`src/rtl/sinc_lpf_pkg.sv`:
```
package sinc_lpf_pkg;
  localparam int NSTAGE = 4;
endpackage

```
`src/rtl/lpf_integrators.sv`:
```
module lpf_integrators #(
  parameter int W = 20,
  parameter int N = 4
) (
  input  logic                clk,
  input  logic                rst_n,
  input  logic                en,
  input  logic signed [W-1:0] x,
  output logic signed [W-1:0] y_next
);
  logic signed [W-1:0] acc_q [N];
  logic signed [W-1:0] acc_d [N];

  always_comb begin
    acc_d[0] = acc_q[0] + x;
    for (int i = 1; i < N; i++) acc_d[i] = acc_q[i] + acc_d[i-1];
  end

  always_ff @(posedge clk or negedge rst_n) begin
    if (!rst_n) begin
      for (int i = 0; i < N; i++) acc_q[i] <= '0;
    end else if (en) begin
      for (int i = 0; i < N; i++) acc_q[i] <= acc_d[i];
    end
  end

  assign y_next = acc_d[N-1];

  // idle cycles leave the last integrator untouched
  assert_hold_int_R4: assert property (@(posedge clk) disable iff (!rst_n)
    !en |=> $stable(acc_q[N-1]));
endmodule

```
`src/rtl/lpf_comb.sv`:
```
module lpf_comb #(
  parameter int W     = 20,
  parameter int DEPTH = 10
) (
  input  logic                clk,
  input  logic                rst_n,
  input  logic                en,
  input  logic signed [W-1:0] c_in,
  output logic signed [W-1:0] c_out
);
  logic signed [W-1:0] dly_q [DEPTH];
  logic signed [W-1:0] dly_d [DEPTH];

  always_comb begin
    dly_d[0] = c_in;
    for (int i = 1; i < DEPTH; i++) dly_d[i] = dly_q[i-1];
  end

  always_ff @(posedge clk or negedge rst_n) begin
    if (!rst_n) begin
      for (int i = 0; i < DEPTH; i++) dly_q[i] <= '0;
    end else if (en) begin
      for (int i = 0; i < DEPTH; i++) dly_q[i] <= dly_d[i];
    end
  end

  assign c_out = c_in - dly_q[DEPTH-1];

  // the oldest tap only moves on accepted samples
  assert_hold_comb_R4: assert property (@(posedge clk) disable iff (!rst_n)
    !en |=> $stable(dly_q[DEPTH-1]));
  // an accepted comb input enters the head of the delay line
  assert_comb_load_R2: assert property (@(posedge clk) disable iff (!rst_n)
    en |=> (dly_q[0] == $past(c_in)));
endmodule

```
`src/rtl/lpf_scaler.sv`:
```
module lpf_scaler #(
  parameter int W     = 20,
  parameter int OUT_W = 8,
  parameter int SHIFT = 12
) (
  input  logic                    clk,
  input  logic                    rst_n,
  input  logic                    en,
  input  logic signed [W-1:0]     full,
  output logic                    vld_q,
  output logic signed [OUT_W-1:0] data_q
);
  localparam logic signed [W-1:0] OMAX = W'((1 << (OUT_W-1)) - 1);
  localparam logic signed [W-1:0] OMIN = -OMAX - W'(1);

  logic signed [W-1:0]     shr;
  logic signed [OUT_W-1:0] sat;
  logic signed [OUT_W-1:0] data_d;
  logic                    vld_d;

  always_comb begin
    shr = full >>> SHIFT;
    if (shr > OMAX)      sat = OMAX[OUT_W-1:0];
    else if (shr < OMIN) sat = OMIN[OUT_W-1:0];
    else                 sat = shr[OUT_W-1:0];
    data_d = en ? sat : data_q;
    vld_d  = en;
  end

  always_ff @(posedge clk or negedge rst_n) begin
    if (!rst_n) begin
      vld_q  <= 1'b0;
      data_q <= '0;
    end else begin
      vld_q  <= vld_d;
      data_q <= data_d;
    end
  end

  assert_vld_latency_R1: assert property (@(posedge clk) disable iff (!rst_n)
    en |=> vld_q);
  assert_vld_idle_R1: assert property (@(posedge clk) disable iff (!rst_n)
    !en |=> !vld_q);
  assert_hold_out_R4: assert property (@(posedge clk) disable iff (!rst_n)
    !en |=> $stable(data_q));
endmodule

```
`src/rtl/stagger_sinc_lpf.sv`:
```
module stagger_sinc_lpf
  import sinc_lpf_pkg::*;
#(
  parameter int IN_W  = 8,
  parameter int OUT_W = 8,
  parameter int D1    = 10,
  parameter int D2    = 9,
  parameter int D3    = 7,
  parameter int D4    = 6,
  parameter int SHIFT = 12
) (
  input  logic             clk,
  input  logic             rst_n,
  input  logic             in_valid,
  input  logic [IN_W-1:0]  in_data,
  output logic             out_valid,
  output logic [OUT_W-1:0] out_data
);
  localparam int GAIN  = D1 * D2 * D3 * D4;
  localparam int ACC_W = IN_W + $clog2(GAIN);
  localparam int DLEN [NSTAGE] = '{D1, D2, D3, D4};

  logic signed [ACC_W-1:0] x_ext;
  logic signed [ACC_W-1:0] stage_sig [NSTAGE+1];
  logic signed [OUT_W-1:0] y_q;

  assign x_ext = {{(ACC_W-IN_W){in_data[IN_W-1]}}, in_data};

  lpf_integrators #(.W(ACC_W), .N(NSTAGE)) u_int (
    .clk    (clk),
    .rst_n  (rst_n),
    .en     (in_valid),
    .x      (x_ext),
    .y_next (stage_sig[0])
  );

  for (genvar g = 0; g < NSTAGE; g++) begin : g_comb
    lpf_comb #(.W(ACC_W), .DEPTH(DLEN[g])) u_comb (
      .clk   (clk),
      .rst_n (rst_n),
      .en    (in_valid),
      .c_in  (stage_sig[g]),
      .c_out (stage_sig[g+1])
    );
  end

  lpf_scaler #(.W(ACC_W), .OUT_W(OUT_W), .SHIFT(SHIFT)) u_scale (
    .clk    (clk),
    .rst_n  (rst_n),
    .en     (in_valid),
    .full   (stage_sig[NSTAGE]),
    .vld_q  (out_valid),
    .data_q (y_q)
  );

  assign out_data = y_q;
endmodule

```
`config.mk`:
```
export PLATFORM = sky130hd
export DESIGN_NAME = stagger_sinc_lpf
export DESIGN_NICKNAME = d
export VERILOG_FILES = /design/src/rtl/sinc_lpf_pkg.sv /design/src/rtl/lpf_integrators.sv /design/src/rtl/lpf_comb.sv /design/src/rtl/lpf_scaler.sv /design/src/rtl/stagger_sinc_lpf.sv
export SDC_FILE = /design/constraint.sdc
export NUM_CORES = 1
export LEC_CHECK = 0
export BUFFER_PORTS_ARGS = -buffer_cell sky130_fd_sc_hd__buf_2
export CORE_MARGIN = 8
export CORE_UTILIZATION = 45
export CTS_CLUSTER_SIZE = 28
export DETAILED_ROUTE_END_ITERATION = 7
export GPL_TIMING_DRIVEN = 0
export SYNTH_ARGS = -nofsm -noshare
export SYNTH_HDL_FRONTEND = slang
export SYNTH_SLANG_ARGS = --single-unit
```
`constraint.sdc`:
```
create_clock -name clk -period 18.08 [get_ports clk]
set_input_delay 2.712 -clock clk [delete_from_list [all_inputs] [get_ports clk]]
set_output_delay 2.712 -clock clk [all_outputs]
set_load 0.05 [all_outputs]
```
==> results, run 1 <==
- The run finished with clean final reports.
- The number of DRC violations after detailed routing is 0.
- The core region is 72,710 sq um.
- The number of sinks handled by clock tree synthesis is 709.
- The slowest cell on the critical path is sky130_fd_sc_hd__xnor2_1.
- The area growth from synthesis to final layout is 12.20%.
- Of the available clock period, the critical path in the final layout requires 76.29%.
- The worst min-delay path category is reg2reg.
- After synthesis, the cell types taking the most area are sky130_fd_sc_hd__dfrtp_1 54%, sky130_fd_sc_hd__mux2_2 21%, sky130_fd_sc_hd__ha_1 5.8%.
- The floorplan step set the die height to 286.7 um.
- Across every metal layer, demand over resource in global routing totals 17.35%.
- In this run the mean area of a mapped cell was 12.57 sq um.
- Following the worst setup path forward leads to its endpoint at u_scale.data_q[7].
- For the worst flop-to-flop path, the logic depth is 46.
- The TritonCTS clock tree is done.
- The worst path required time is 18,600 ps.
- The final instance area is 37,000 sq um.
- In this run, synthesis inferred 0 flip-flops with an integrated enable.
- The final antenna diode count is 0.
- In this run the critical register-to-register path is launched from u_int.acc_q[60].
- The first routing iteration left 962 violations.
- The number of rows created at floorplan is 99.
- The number of nets in the final layout is 2,900.
- The fraction of synthesis flops using an asynchronous set or reset pin is 100.0%.
- The detailed-routing iteration count for the pre-antenna-repair pass is 5.
- The count of final max-slew check failures is 0.
- The via count of the first global-routing pass is 21,240.
- The pin count of the biggest net entering global routing is 126.
- In this run the cell area measured after placement is 34,470 sq um.
- The first global-routing pass estimated 114,500 um of wire.
- The slew at the pin with the worst max-slew slack is 1263 ps.
- Ranked by instance count, the synthesized netlist is headed by 709 x sky130_fd_sc_hd__dfrtp_1, 612 x sky130_fd_sc_hd__mux2_2, 153 x sky130_fd_sc_hd__ha_1.
- The final-report setup violation count is 0.
- The clock insertion delay at the later pin of the skew report is 610 ps.
- The final setup skew is 22.24 ps.
- The number of cells after detailed placement is 3,609.
- The max-cap check violation count is 0.
- The reg-to-reg setup timing slack is 6120 ps.
- The total count of hold-check failures in the final report is 0.
- The number of distinct library cells after synthesis is 73.
- No sink is reached through more buffers than the 3 on the longest clock path.
- The most frequent cell after synthesis is sky130_fd_sc_hd__dfrtp_1.
- The cell sitting at the root of the clock tree is a sky130_fd_sc_hd__clkbuf_16.
- The number of setup buffers added after CTS is 0.
- The initial utilization of the core area, before any placement, comes to 45.35%.
- The synthesized design contains 709 register bits.
- The most instantiated flip-flop cell in the synthesis netlist is sky130_fd_sc_hd__dfrtp_1.
- The beginning of the critical path is in_data[0].
- The total via count after detailed routing is 19,980.
- The minimum clock period after layout is 13,790 ps.
- The final weighted congestion in routability-driven placement is 0.8419.
- Once detail routing completed, the nets flagged for antenna violations numbered 0.
- The total of hold buffers inserted after clock tree synthesis is 0.
- In this run the horizontal extent of the chip is 286.7 um.
- After clock tree synthesis, the repair step resized 0 gates.
- After detailed routing, the average wire length per cell comes to 18.83 um.
- Setup repair after global routing left no endpoint under its margin.
- Synthesis produced a netlist whose cell count is 2,624.
- The setup path with the least slack is of type in2reg.
- The total CTS buffers is 77.
- Input and output buffers added on the ports amount to 19.
- After filler insertion, the fill cell instance count of the layout stands at 6,312.
- The wire length reported by the detailed router is 70,480 um.
- The critical-path maximum fanout is 5.
- The worst endpoint data arrival time is 14,310 ps.
- The synthesized design spends more area on one cell type than any other, namely sky130_fd_sc_hd__dfrtp_1.
- After synthesis, the largest area contributor takes up 53.81% of total cell area.
- The startpoint type of the worst setup path is an input port.
- Of the synthesized area, sequential elements account for 53.81%.
- The total overflow left after global routing is 0.
- The area of the die is 82,190 sq um.
- In this run the number of H-tree levels came out at 3.
- The peak clock frequency supported by timing is 72.50 MHz.
- The endpoint type of the worst setup path is a flop.
- The worst reg2reg path endpoint is u_scale.data_q[7].
- The Yosys step of the flow raised 0 warnings.
- Once detailed placement completed, the half-perimeter wirelength came to 51,010 um.
- 20 I/O pins were placed.
- The initial antenna violation count came to 1.
- After clock tree synthesis, the clock-pin slew on the worst setup and hold paths is 60 ps.
- Using the TritonRoute via totals, the vias-per-cell ratio works out to 5.337.
- The highest cell delay on the worst timing path is 750 ps.
- The max-slew headroom at the worst pin is 15.82%.
- When the netlist entered floorplanning its net count stood at 2,795.
- Once layout is complete, the utilization of the core stands at 50.88%.
- The area of the mapped netlist is 32,970 sq um.
- The count of non-filler cells in the finished layout is 3,743.
- The post-route netlist has 28.38% of its cells at a drive strength greater than 1.
- The cell type with the highest occurrence count on the critical path is sky130_fd_sc_hd__ha_1.
per-layer routing:
layer / up-vias / wire length (um) / track usage, %
met1: 10140 / 32200 / 23.02
met2: 266 / 33610 / 28.77
met4: 2 / 2238 / 5.600
li1: 9419 / - / -
met3: 147 / 2412 / 3.084
met5: - / 13 / 0
per-stage QoR:
step	setup slack, ps	setup TNS (ps)	hold slack (ps)
2_1_floorplan	6334	0	446.0
3_3_place_gp	-227.4	-92350	461.2
3_5_place_dp	3824	0	466.2
4_1_cts	4392	0	483.4
5_1_grt	3591	0	500.2
6_report	4287	0	478.4
cell families (layout without fill, tap and decap cells):
kind of cell	Yosys count	count (layout)	share of synthesized area, %
flip-flops	709	709	53.81
AND/OR/NAND/NOR	396	396	5.525
adder cells (fa/ha/maj)	160	160	6.231
buffers and inverters	242	402	2.755
XOR/XNOR	111	111	3.161
multiplexers	614	614	20.98
AO/OA/AOI/OAI	392	392	7.547
final cells by class:
| class | count | area [sq um] | share of cell area [%] |
|---|---|---|---|
| Buffer | 95 | 356.6 | 0.9639 |
| Sequential cell | 709 | 17740 | 47.96 |
| Multi-Input combinational cell | 1673 | 14320 | 38.72 |
| Clock inverter | 24 | 271.5 | 0.7339 |
| Clock buffer | 110 | 2252 | 6.088 |
| Tap cell | 959 | 1200 | 3.243 |
| Inverter | 147 | 551.8 | 1.491 |
| Timing Repair Buffer | 26 | 297.8 | 0.8049 |
sequential cells by signal, indices dropped and copies added (netlist names):
register / cells
g_comb.u_comb.dly_q: 80
g_comb.u_comb.dly_d: 560
u_scale.data_q: 8
u_scale.vld_q: 1
u_int.acc_q: 60
critical path, delay by kind of cell:
family                     cells  cell delay, ps
xor gates and xnor gates       8            2460
AOI/OAI and AO/OA             19            4430
and+or+nand+nor                9            1650
buffers and inverters          2             160
adders and majority gates      9            2870
placed cells by master (no fill, tap or decap), types with 28 or more instances in the layout:
master	instances
sky130_fd_sc_hd__a21oi_1	87
sky130_fd_sc_hd__mux2_2	612
sky130_fd_sc_hd__clkbuf_16	78
sky130_fd_sc_hd__nand2_1	141
sky130_fd_sc_hd__nand3_1	28
sky130_fd_sc_hd__nor2_1	110
sky130_fd_sc_hd__o21ai_0	132
sky130_fd_sc_hd__inv_1	147
sky130_fd_sc_hd__xnor2_1	82
sky130_fd_sc_hd__ha_1	153
sky130_fd_sc_hd__clkbuf_1	105
sky130_fd_sc_hd__dfrtp_1	709
how the worst min path moves through the flow:
| stage | startpoint | end | slack (ps) | cells after the start |
|---|---|---|---|---|
| after detailed placement | g_comb[2].u_comb.dly_d[15] | g_comb[2].u_comb.dly_q[15] | 470 | 2 |
| after floorplan | g_comb[0].u_comb.dly_d[10] | g_comb[0].u_comb.dly_q[10] | 450 | 2 |
| after global placement | g_comb[2].u_comb.dly_d[15] | g_comb[2].u_comb.dly_q[15] | 460 | 2 |
| after global routing | g_comb[3].u_comb.dly_d[1] | g_comb[3].u_comb.dly_q[1] | 500 | 2 |
| final | g_comb[2].u_comb.dly_d[15] | g_comb[2].u_comb.dly_q[15] | 480 | 2 |
| after CTS | g_comb[2].u_comb.dly_d[15] | g_comb[2].u_comb.dly_q[15] | 480 | 2 |
Power of run 1 is left out: the tool's default activity adds up to more than one toggle a clock period on the data nets, which glitch-free logic cannot reach.
==> inputs of run 2 (changes only) <==
clock period = 13.76 ns   (was 18.08 ns; I/O delays follow)
==> results, run 2 (synthesis gave the netlist of run 1 again) <==
- The beginning of the critical path was in_data[0] (unchanged).
- The total CTS buffers is 77 (unchanged).
- Setup repair after global routing missed its margin: no (unchanged).
- The pre-CTS setup slack is 151.9 ps (was 3824 ps).
- The violation count after the first detailed-route iteration is 973 (was 962).
- The most frequent standard cell in the layout excluding fill and tap cells is sky130_fd_sc_hd__dfrtp_1 (unchanged).
- The fraction of final layout cells with drive strength greater than 1 is 28.38% (unchanged).
- The met2 usage was 28.77% (unchanged).
- The port buffer count is 19 (unchanged).
- The smallest setup slack after layout is 749.6 ps (was 4287 ps).
- The number of nets in the final layout is 2,900 (unchanged).
- The pin count of the biggest net entering global routing is 126 (unchanged).
- The cell type with the highest occurrence count on the critical path is sky130_fd_sc_hd__ha_1 (unchanged).
- The wire length of the first global-routing pass is 114,500 um (unchanged).
- The final antenna-violating net count was 0 (unchanged).
- The TritonCTS clock tree is done (unchanged).
- The number of sinks handled by clock tree synthesis is 709 (unchanged).
- The count of final max-slew check failures is 0 (unchanged).
- The number of primary I/O pins is 20 (unchanged).
- The worst setup path category was in2reg (unchanged).
- The cell depth of the worst flop-to-flop path is 46 (unchanged).
- The met1 usage is 23.02% (unchanged).
- The critical-path maximum fanout was 5 (unchanged).
- The final-report setup violation count is 0 (unchanged).
- The number of rows created at floorplan is 99 (unchanged).
- The die height is 286.7 um (unchanged).
- The slowest cell on the critical path is sky130_fd_sc_hd__xnor2_1 (unchanged).
- The total via count after detailed routing was 19,990 (was 19,980).
- Status: finished clean (unchanged).
- The starting density of the core is 45.35% (unchanged).
- The clock insertion delay at the later pin of the skew report came to 610 ps (about the same).
- The most congested layer reported by global routing is met2 (unchanged).
- The detailed-routing iteration count for the pre-antenna-repair pass is 5 (unchanged).
- Most used cells in the layout excluding fill and tap cells: 709 x sky130_fd_sc_hd__dfrtp_1, 612 x sky130_fd_sc_hd__mux2_2, 153 x sky130_fd_sc_hd__ha_1, 147 x sky130_fd_sc_hd__inv_1, 141 x sky130_fd_sc_hd__nand2_1 (unchanged).
- The last element of the critical path was u_scale.data_q[7] (unchanged).
- The minimum clock period after layout is 13,010 ps.
- The total count of hold-check failures in the final report is 0 (unchanged).
- The area growth from synthesis to final layout came to 12.20% (unchanged).
- The placeable core area was 72,710 sq um (unchanged).
- The number of flip-flops in the largest register is 560 (unchanged).
- The highest cell delay on the worst timing path came to 750 ps (about the same).
- The wire length reported by the detailed router is 70,490 um (was 70,480 um).
- The worst hold slack came to 474.3 ps (was 478.4 ps).
- The worst endpoint data arrival time is 13,530 ps (was 14,310 ps).
- The final setup skew came to 25.33 ps (was 22.24 ps).
- After layout, the worst path uses 94.55% of the clock period.
- The number of setup buffers added after CTS is 0 (unchanged).
- The maximum level of the CTS H-tree is 3 (unchanged).
- The worst reg2reg path endpoint was u_scale.data_q[7] (unchanged).
- The root cell of the clock tree was sky130_fd_sc_hd__clkbuf_16 (unchanged).
- The max-cap check violation count is 0 (unchanged).
- The met3 routing resource usage after global routing is 3.084% (unchanged).
- The peak clock frequency supported by timing is 76.86 MHz.
- The detail-routed net length per standard cell is 18.83 um (about the same).
- The residual overflow from global routing is 0 (unchanged).
- The cell area reported after detailed placement is 34,470 sq um (unchanged).
- The detail-routed via count per cell was 5.339 (was 5.337).
- The area of the die was 82,190 sq um (unchanged).
- The clock input transition at the sequential cells of the worst setup and hold paths was 60 ps (about the same).
- The final weighted congestion in routability-driven placement came to 0.8419 (unchanged).
- The horizontal extent of the die was 286.7 um (unchanged).
- The total of hold buffers inserted after clock tree synthesis is 0 (unchanged).
- The worst reg2reg path startpoint was u_int.acc_q[60] (unchanged).
- The global routing usage summed across all routing layers is 17.35% (unchanged).
- The via count of the first global-routing pass is 21,240 (unchanged).
- The initial antenna violation count came to 1 (unchanged).
- The max-slew headroom at the worst pin is 15.81% (was 15.82%).
- The slew at the pin with the worst max-slew slack was 1263 ps (about the same).
- The endpoint type of the worst setup path is a flop (unchanged).
- The worst min-delay path category is reg2reg (unchanged).
- The buffer levels on the longest clock path is 3 (unchanged).
- The estimated wirelength of the detail-placed design is 51,010 um (unchanged).
- The worst path required time is 14,280 ps (was 18,600 ps).
- The final instance area came to 37,000 sq um (unchanged).
- The startpoint type of the worst setup path is an input port (unchanged).
- The number of DRC violations after detailed routing is 0 (unchanged).
- The final antenna diode count is 0 (unchanged).
- The reg-to-reg setup timing slack came to 1930 ps (was 6120 ps).
## run 2: cell counts in the layout (fill, tap and decap cells not counted)
No cell type changed its count.
## run 2: cell type report
type | instances | area [sq um]
clock buffer | 110 | 2252
timing repair buffer | 26 | 297.8
multi-input combinational | 1673 | 14320
tap | 959 | 1200
inverter | 147 | 551.8
buffer | 95 | 356.6
clock inverter | 24 | 271.5
sequential | 709 | 17740
fill | 6312 | 35720
## run 2: critical path, delay by kind of cell
family	cells	cell delay, ps
AND/OR/NAND/NOR	7	1420
adder cells (fa/ha/maj)	9	2980
XOR/XNOR	8	2480
buffers and inverters	2	160
AO/OA/AOI/OAI	21	4410
## run 2: through the flow
step           instances   TNS, ps  util [%]
3_5_place_dp        3609         0     47.41
3_3_place_gp        3602  -2695110     47.13
6_report            3743         0     50.88
2_1_floorplan       2624         0         -
4_1_cts             3743         0     50.88
5_1_grt             3743         0     50.88
## run 2: worst min-delay path by stage
stage / start / endpoint / slack (ps) / depth (start not counted)
after detailed placement: g_comb[2].u_comb.dly_d[15] / g_comb[2].u_comb.dly_q[15] / 470 / 2
after CTS: g_comb[2].u_comb.dly_d[15] / g_comb[2].u_comb.dly_q[15] / 480 / 2
final: g_comb[2].u_comb.dly_d[18] / g_comb[2].u_comb.dly_q[18] / 470 / 2
after global placement: g_comb[2].u_comb.dly_d[15] / g_comb[2].u_comb.dly_q[15] / 460 / 2
after global routing: g_comb[3].u_comb.dly_d[1] / g_comb[3].u_comb.dly_q[1] / 500 / 2
after floorplan: g_comb[0].u_comb.dly_d[10] / g_comb[0].u_comb.dly_q[10] / 450 / 2
## run 2: what timing repair did
action	4_1_cts	5_1_grt
setup endpoints to repair	0	1
hold endpoints to repair	0	0
resized for setup	0	1
## run 2: per-layer routing
metal,wire (um),vias up
met1,32270,10160
met3,2337,148
met4,2207,2
met5,13,-
li1,-,9418
met2,33660,262
Power of run 2 is left out for the same reason.
==> inputs of run 3 (changes only) <==
ABC_AREA = 1   (was default)
GPL_TIMING_DRIVEN = 1   (was 0)
==> results, run 3 <==
- Status: finished clean (unchanged).
- The minimum clock period after layout was 11,200 ps (was 13,010 ps).
- The final weighted congestion in routability-driven placement was 0.8749 (was 0.8419).
- The fraction of final layout cells with drive strength greater than 1 is 5.425% (was 28.38%).
- The final instance area is 36,180 sq um (was 37,000 sq um).
- The count of state elements after synthesis is 709 (unchanged).
- The port buffer count is 19 (unchanged).
- The area growth from synthesis to final layout is 10.74% (was 12.20%).
- The number of setup buffers added after CTS is 0 (unchanged).
- The per-instance average area after synthesis was 8.765 sq um (was 12.57 sq um).
- The final setup skew came to 25.83 ps (was 25.33 ps).
- The area of the mapped netlist is 32,680 sq um (was 32,970 sq um).
- The number of distinct library cells after synthesis came to 47 (was 73).
- The cell count after synthesis came to 3,728 (was 2,624).
- The post-synthesis compound-gate area fraction came to 13.75% (was 7.547%).
- The number of primary I/O pins is 20 (unchanged).
- The placeable core area is 72,460 sq um (was 72,710 sq um).
- Setup repair after global routing missed its margin: no (unchanged).
- The total of hold buffers inserted after clock tree synthesis is 0 (unchanged).
- The starting density of the core was 45.09% (was 45.35%).
- The cell depth of the worst flop-to-flop path is 54 (was 46).
- The most instantiated flip-flop cell in the synthesis netlist is sky130_fd_sc_hd__dfrtp_1 (unchanged).
- The final worst-path cycle share was 81.36% (was 94.55%).
- The root cell of the clock tree is sky130_fd_sc_hd__clkbuf_16 (unchanged).
- The maximum level of the CTS H-tree came to 3 (unchanged).
- The fraction of synthesis flops using an asynchronous set or reset pin came to 100.0% (unchanged).
- The area share of fa/ha/maj cells after synthesis is 6.288% (was 6.231%).
- The number of sinks handled by clock tree synthesis is 709 (unchanged).
- The met2 usage is 23.58% (was 28.77%).
- The total via count after detailed routing is 22,920 (was 19,990).
- The main combinational cell family by area after synthesis is simple AND/OR/NAND/NOR gates (was multiplexers).
- The count of final max-slew check failures is 0 (unchanged).
- The die height came to 285.5 um (was 286.7 um).
- The clock insertion delay at the later pin of the skew report is 620 ps (was 610 ps).
- The post-route setup TNS was 0 ps (unchanged).
- The number of cells after detailed placement came to 4,566 (was 3,609).
- The sequential element share of the synthesized area is 54.30% (was 53.81%).
- The worst setup path category is in2reg (unchanged).
- The clock input transition at the sequential cells of the worst setup and hold paths is 60 ps (about the same).
- The most frequent cell after synthesis was sky130_fd_sc_hd__nand2_1 (was sky130_fd_sc_hd__dfrtp_1).
- Leading post-synthesis cells by cell area: sky130_fd_sc_hd__dfrtp_1 54%, sky130_fd_sc_hd__nand2_1 13%, sky130_fd_sc_hd__o21ai_0 9.9% (was sky130_fd_sc_hd__dfrtp_1 54%, sky130_fd_sc_hd__mux2_2 21%, sky130_fd_sc_hd__ha_1 5.8%).
- The area of the die is 81,490 sq um (was 82,190 sq um).
- The worst endpoint data arrival time is 11,740 ps (was 13,530 ps).
- The number of filler instances in the final layout was 6,848 (was 6,312).
- The estimated wirelength of the detail-placed design came to 42,840 um (was 51,010 um).
- The met1 usage is 24.89% (was 23.02%).
- The final cell utilization of the core is 49.93% (was 50.88%).
- The count of non-filler cells in the finished layout came to 4,701 (was 3,743).
- Synth top cells by count: 1,093 x sky130_fd_sc_hd__nand2_1, 709 x sky130_fd_sc_hd__dfrtp_1, 648 x sky130_fd_sc_hd__o21ai_0 (was 709 x sky130_fd_sc_hd__dfrtp_1, 612 x sky130_fd_sc_hd__mux2_2, 153 x sky130_fd_sc_hd__ha_1).
- The worst min-delay path category was reg2reg (unchanged).
- The violation count after the first detailed-route iteration is 1,677 (was 973).
- The startpoint type of the worst setup path was an input port (unchanged).
- The max-slew headroom at the worst pin was 31.55% (was 15.81%).
- The cell area reported after detailed placement is 33,560 sq um (was 34,470 sq um).
- The number of DRC violations after detailed routing is 0 (unchanged).
- The number of rows created at floorplan is 99 (unchanged).
- The endpoint type of the worst setup path is a flop (unchanged).
- The detailed-routing iteration count for the pre-antenna-repair pass came to 5 (unchanged).
- The number of instances resized during post-cts repair is 0 (unchanged).
- The xor and xnor area share after synthesis is 3.297% (was 3.161%).
- The slew at the pin with the worst max-slew slack was 1027 ps (was 1263 ps).
- The via count of the first global-routing pass is 22,050 (was 21,240).
- The register cell area after layout is 17,740 sq um (unchanged).
- The global routing usage summed across all routing layers is 16.25% (was 17.35%).
- The detail-routed via count per cell is 4.875 (was 5.339).
- The detail-routed net length per standard cell is 14.00 um (was 18.83 um).
- The number of nets in the synthesized netlist is 3,899 (was 2,795).
- Most used cells in the layout excluding fill and tap cells: 1,093 x sky130_fd_sc_hd__nand2_1, 709 x sky130_fd_sc_hd__dfrtp_1, 648 x sky130_fd_sc_hd__o21ai_0, 459 x sky130_fd_sc_hd__inv_1, 153 x sky130_fd_sc_hd__ha_1 (was 709 x sky130_fd_sc_hd__dfrtp_1, 612 x sky130_fd_sc_hd__mux2_2, 153 x sky130_fd_sc_hd__ha_1, 147 x sky130_fd_sc_hd__inv_1, 141 x sky130_fd_sc_hd__nand2_1).
- The initial antenna violation count was 1 (unchanged).
- The mux cell area share after synthesis is 0% (was 20.98%).
- The simple logic cell fraction of the synthesized area is 15.22% (was 5.525%).
- The most congested layer reported by global routing is met1 (was met2).
- The residual overflow from global routing is 0 (unchanged).
- The final antenna diode count came to 0 (unchanged).
- The critical-path maximum fanout is 6 (was 5).
- The wire length reported by the detailed router is 65,830 um (was 70,490 um).
- The depth of the worst hold-timing path is 2 (unchanged).
- The max-cap check violation count is 0 (unchanged).
- The most frequent standard cell in the layout excluding fill and tap cells is sky130_fd_sc_hd__nand2_1 (was sky130_fd_sc_hd__dfrtp_1).
- The buffer levels on the longest clock path was 3 (unchanged).
- The multi-input combinational cell area came to 12,600 sq um (was 14,320 sq um).
- The cell type with the highest occurrence count on the critical path is sky130_fd_sc_hd__nand2_1 (was sky130_fd_sc_hd__ha_1).
- The met3 routing resource usage after global routing is 2.420% (was 3.084%).
- The TritonCTS clock tree is done (unchanged).
- The cell taking the most area after synthesis is sky130_fd_sc_hd__dfrtp_1 (unchanged).
- The worst path required time was 14,300 ps (was 14,280 ps).
- The wire length of the first global-routing pass is 112,400 um (was 114,500 um).
- The highest cell delay on the worst timing path is 400 ps (was 750 ps).
- The final antenna-violating net count is 0 (unchanged).
- The share of the synthesized area in the top cell type was 54.30% (was 53.81%).
- The number of flip-flops in the largest register came to 560 (unchanged).
- The horizontal extent of the die is 285.5 um (was 286.7 um).
- The final-report setup violation count came to 0 (unchanged).
- The total of warnings raised by yosys is 0 (unchanged).
- The total count of hold-check failures in the final report is 0 (unchanged).
- The pin count of the biggest net entering global routing came to 232 (was 126).
- The number of nets in the final layout is 3,856 (was 2,900).
- The slowest cell on the critical path is sky130_fd_sc_hd__ha_1 (was sky130_fd_sc_hd__xnor2_1).
- The number of flops mapped to enable cells by yosys came to 0 (unchanged).
- The peak clock frequency supported by timing was 89.32 MHz (was 76.86 MHz).
- The total CTS buffers is 76 (was 77).
## run 3: cell count changes after synthesis, sizes merged, moves of 16 or more
| cell | before | now |
|---|---|---|
| a211oi | 17 | 1 |
| a21boi | 20 | 3 |
| a21o | 26 | 9 |
| a21oi | 91 | 150 |
| clkbuf | 91 | 155 |
| inv | 147 | 464 |
| mux2 | 613 | 0 |
| nand2 | 141 | 1104 |
| nand3 | 28 | 68 |
| nor2 | 110 | 46 |
| nor2b | 21 | 1 |
| o21ai | 143 | 660 |
| xnor2 | 84 | 37 |
| xor2 | 25 | 86 |
## run 3: metrics by stage
step	hold WS, ps	setup WS, ps
6_report	460.5	2565
5_1_grt	489.6	1491
4_1_cts	468.5	2662
3_5_place_dp	458.8	2049
3_3_place_gp	455.8	2111
2_1_floorplan	442.2	3582
## run 3: path summary, 6_finish.rpt
path	startpoint	end	slack, ps
worst min register to register	g_comb[1].u_comb.dly_d[10]	g_comb[1].u_comb.dly_q[10]	460
min in group asynchronous	rst_n	g_comb[3].u_comb.dly_d[25]	1480
max in group asynchronous	rst_n	g_comb[0].u_comb.dly_d[64]	9910
worst max-delay path	in_data[2]	u_scale.data_q[7]	2560
worst min-delay path	g_comb[1].u_comb.dly_d[10]	g_comb[1].u_comb.dly_q[10]	460
worst max register to register	u_int.acc_q[62]	u_scale.data_q[7]	3740
## run 3: logic make-up (layout without fill, tap and decap cells)
kind of cell	Yosys count	count (layout)
AOI/OAI and AO/OA	865	865
and+or+nand+nor	1250	1250
adders and majority gates	160	160
xor gates and xnor gates	123	123
buffers and inverters	621	635
DFF	709	709
## run 3: layout make-up
type / instances / area share (%)
clock buffer: 109 / 6.304
timing repair buffer: 36 / 0.7400
tap: 959 / 3.316
sequential: 709 / 49.03
clock inverter: 26 / 0.9544
multi-input combinational: 2398 / 34.82
inverter: 464 / 4.834
## run 3: routing by layer
metal	share of wire [%]	wire length (um)
met3	3.4	2245
met1	53	34640
met5	0	0
met2	42	27510
met4	2.2	1434
## run 3: worst max-delay path, delay by kind of cell
kind / cells / cell delay [ps]
buf+inv: 5 / 340
xor+xnor: 7 / 1610
simple gates: 17 / 1560
fa+ha+maj: 8 / 2780
compound gates: 18 / 3410
Power of run 3 is left out for the same reason.
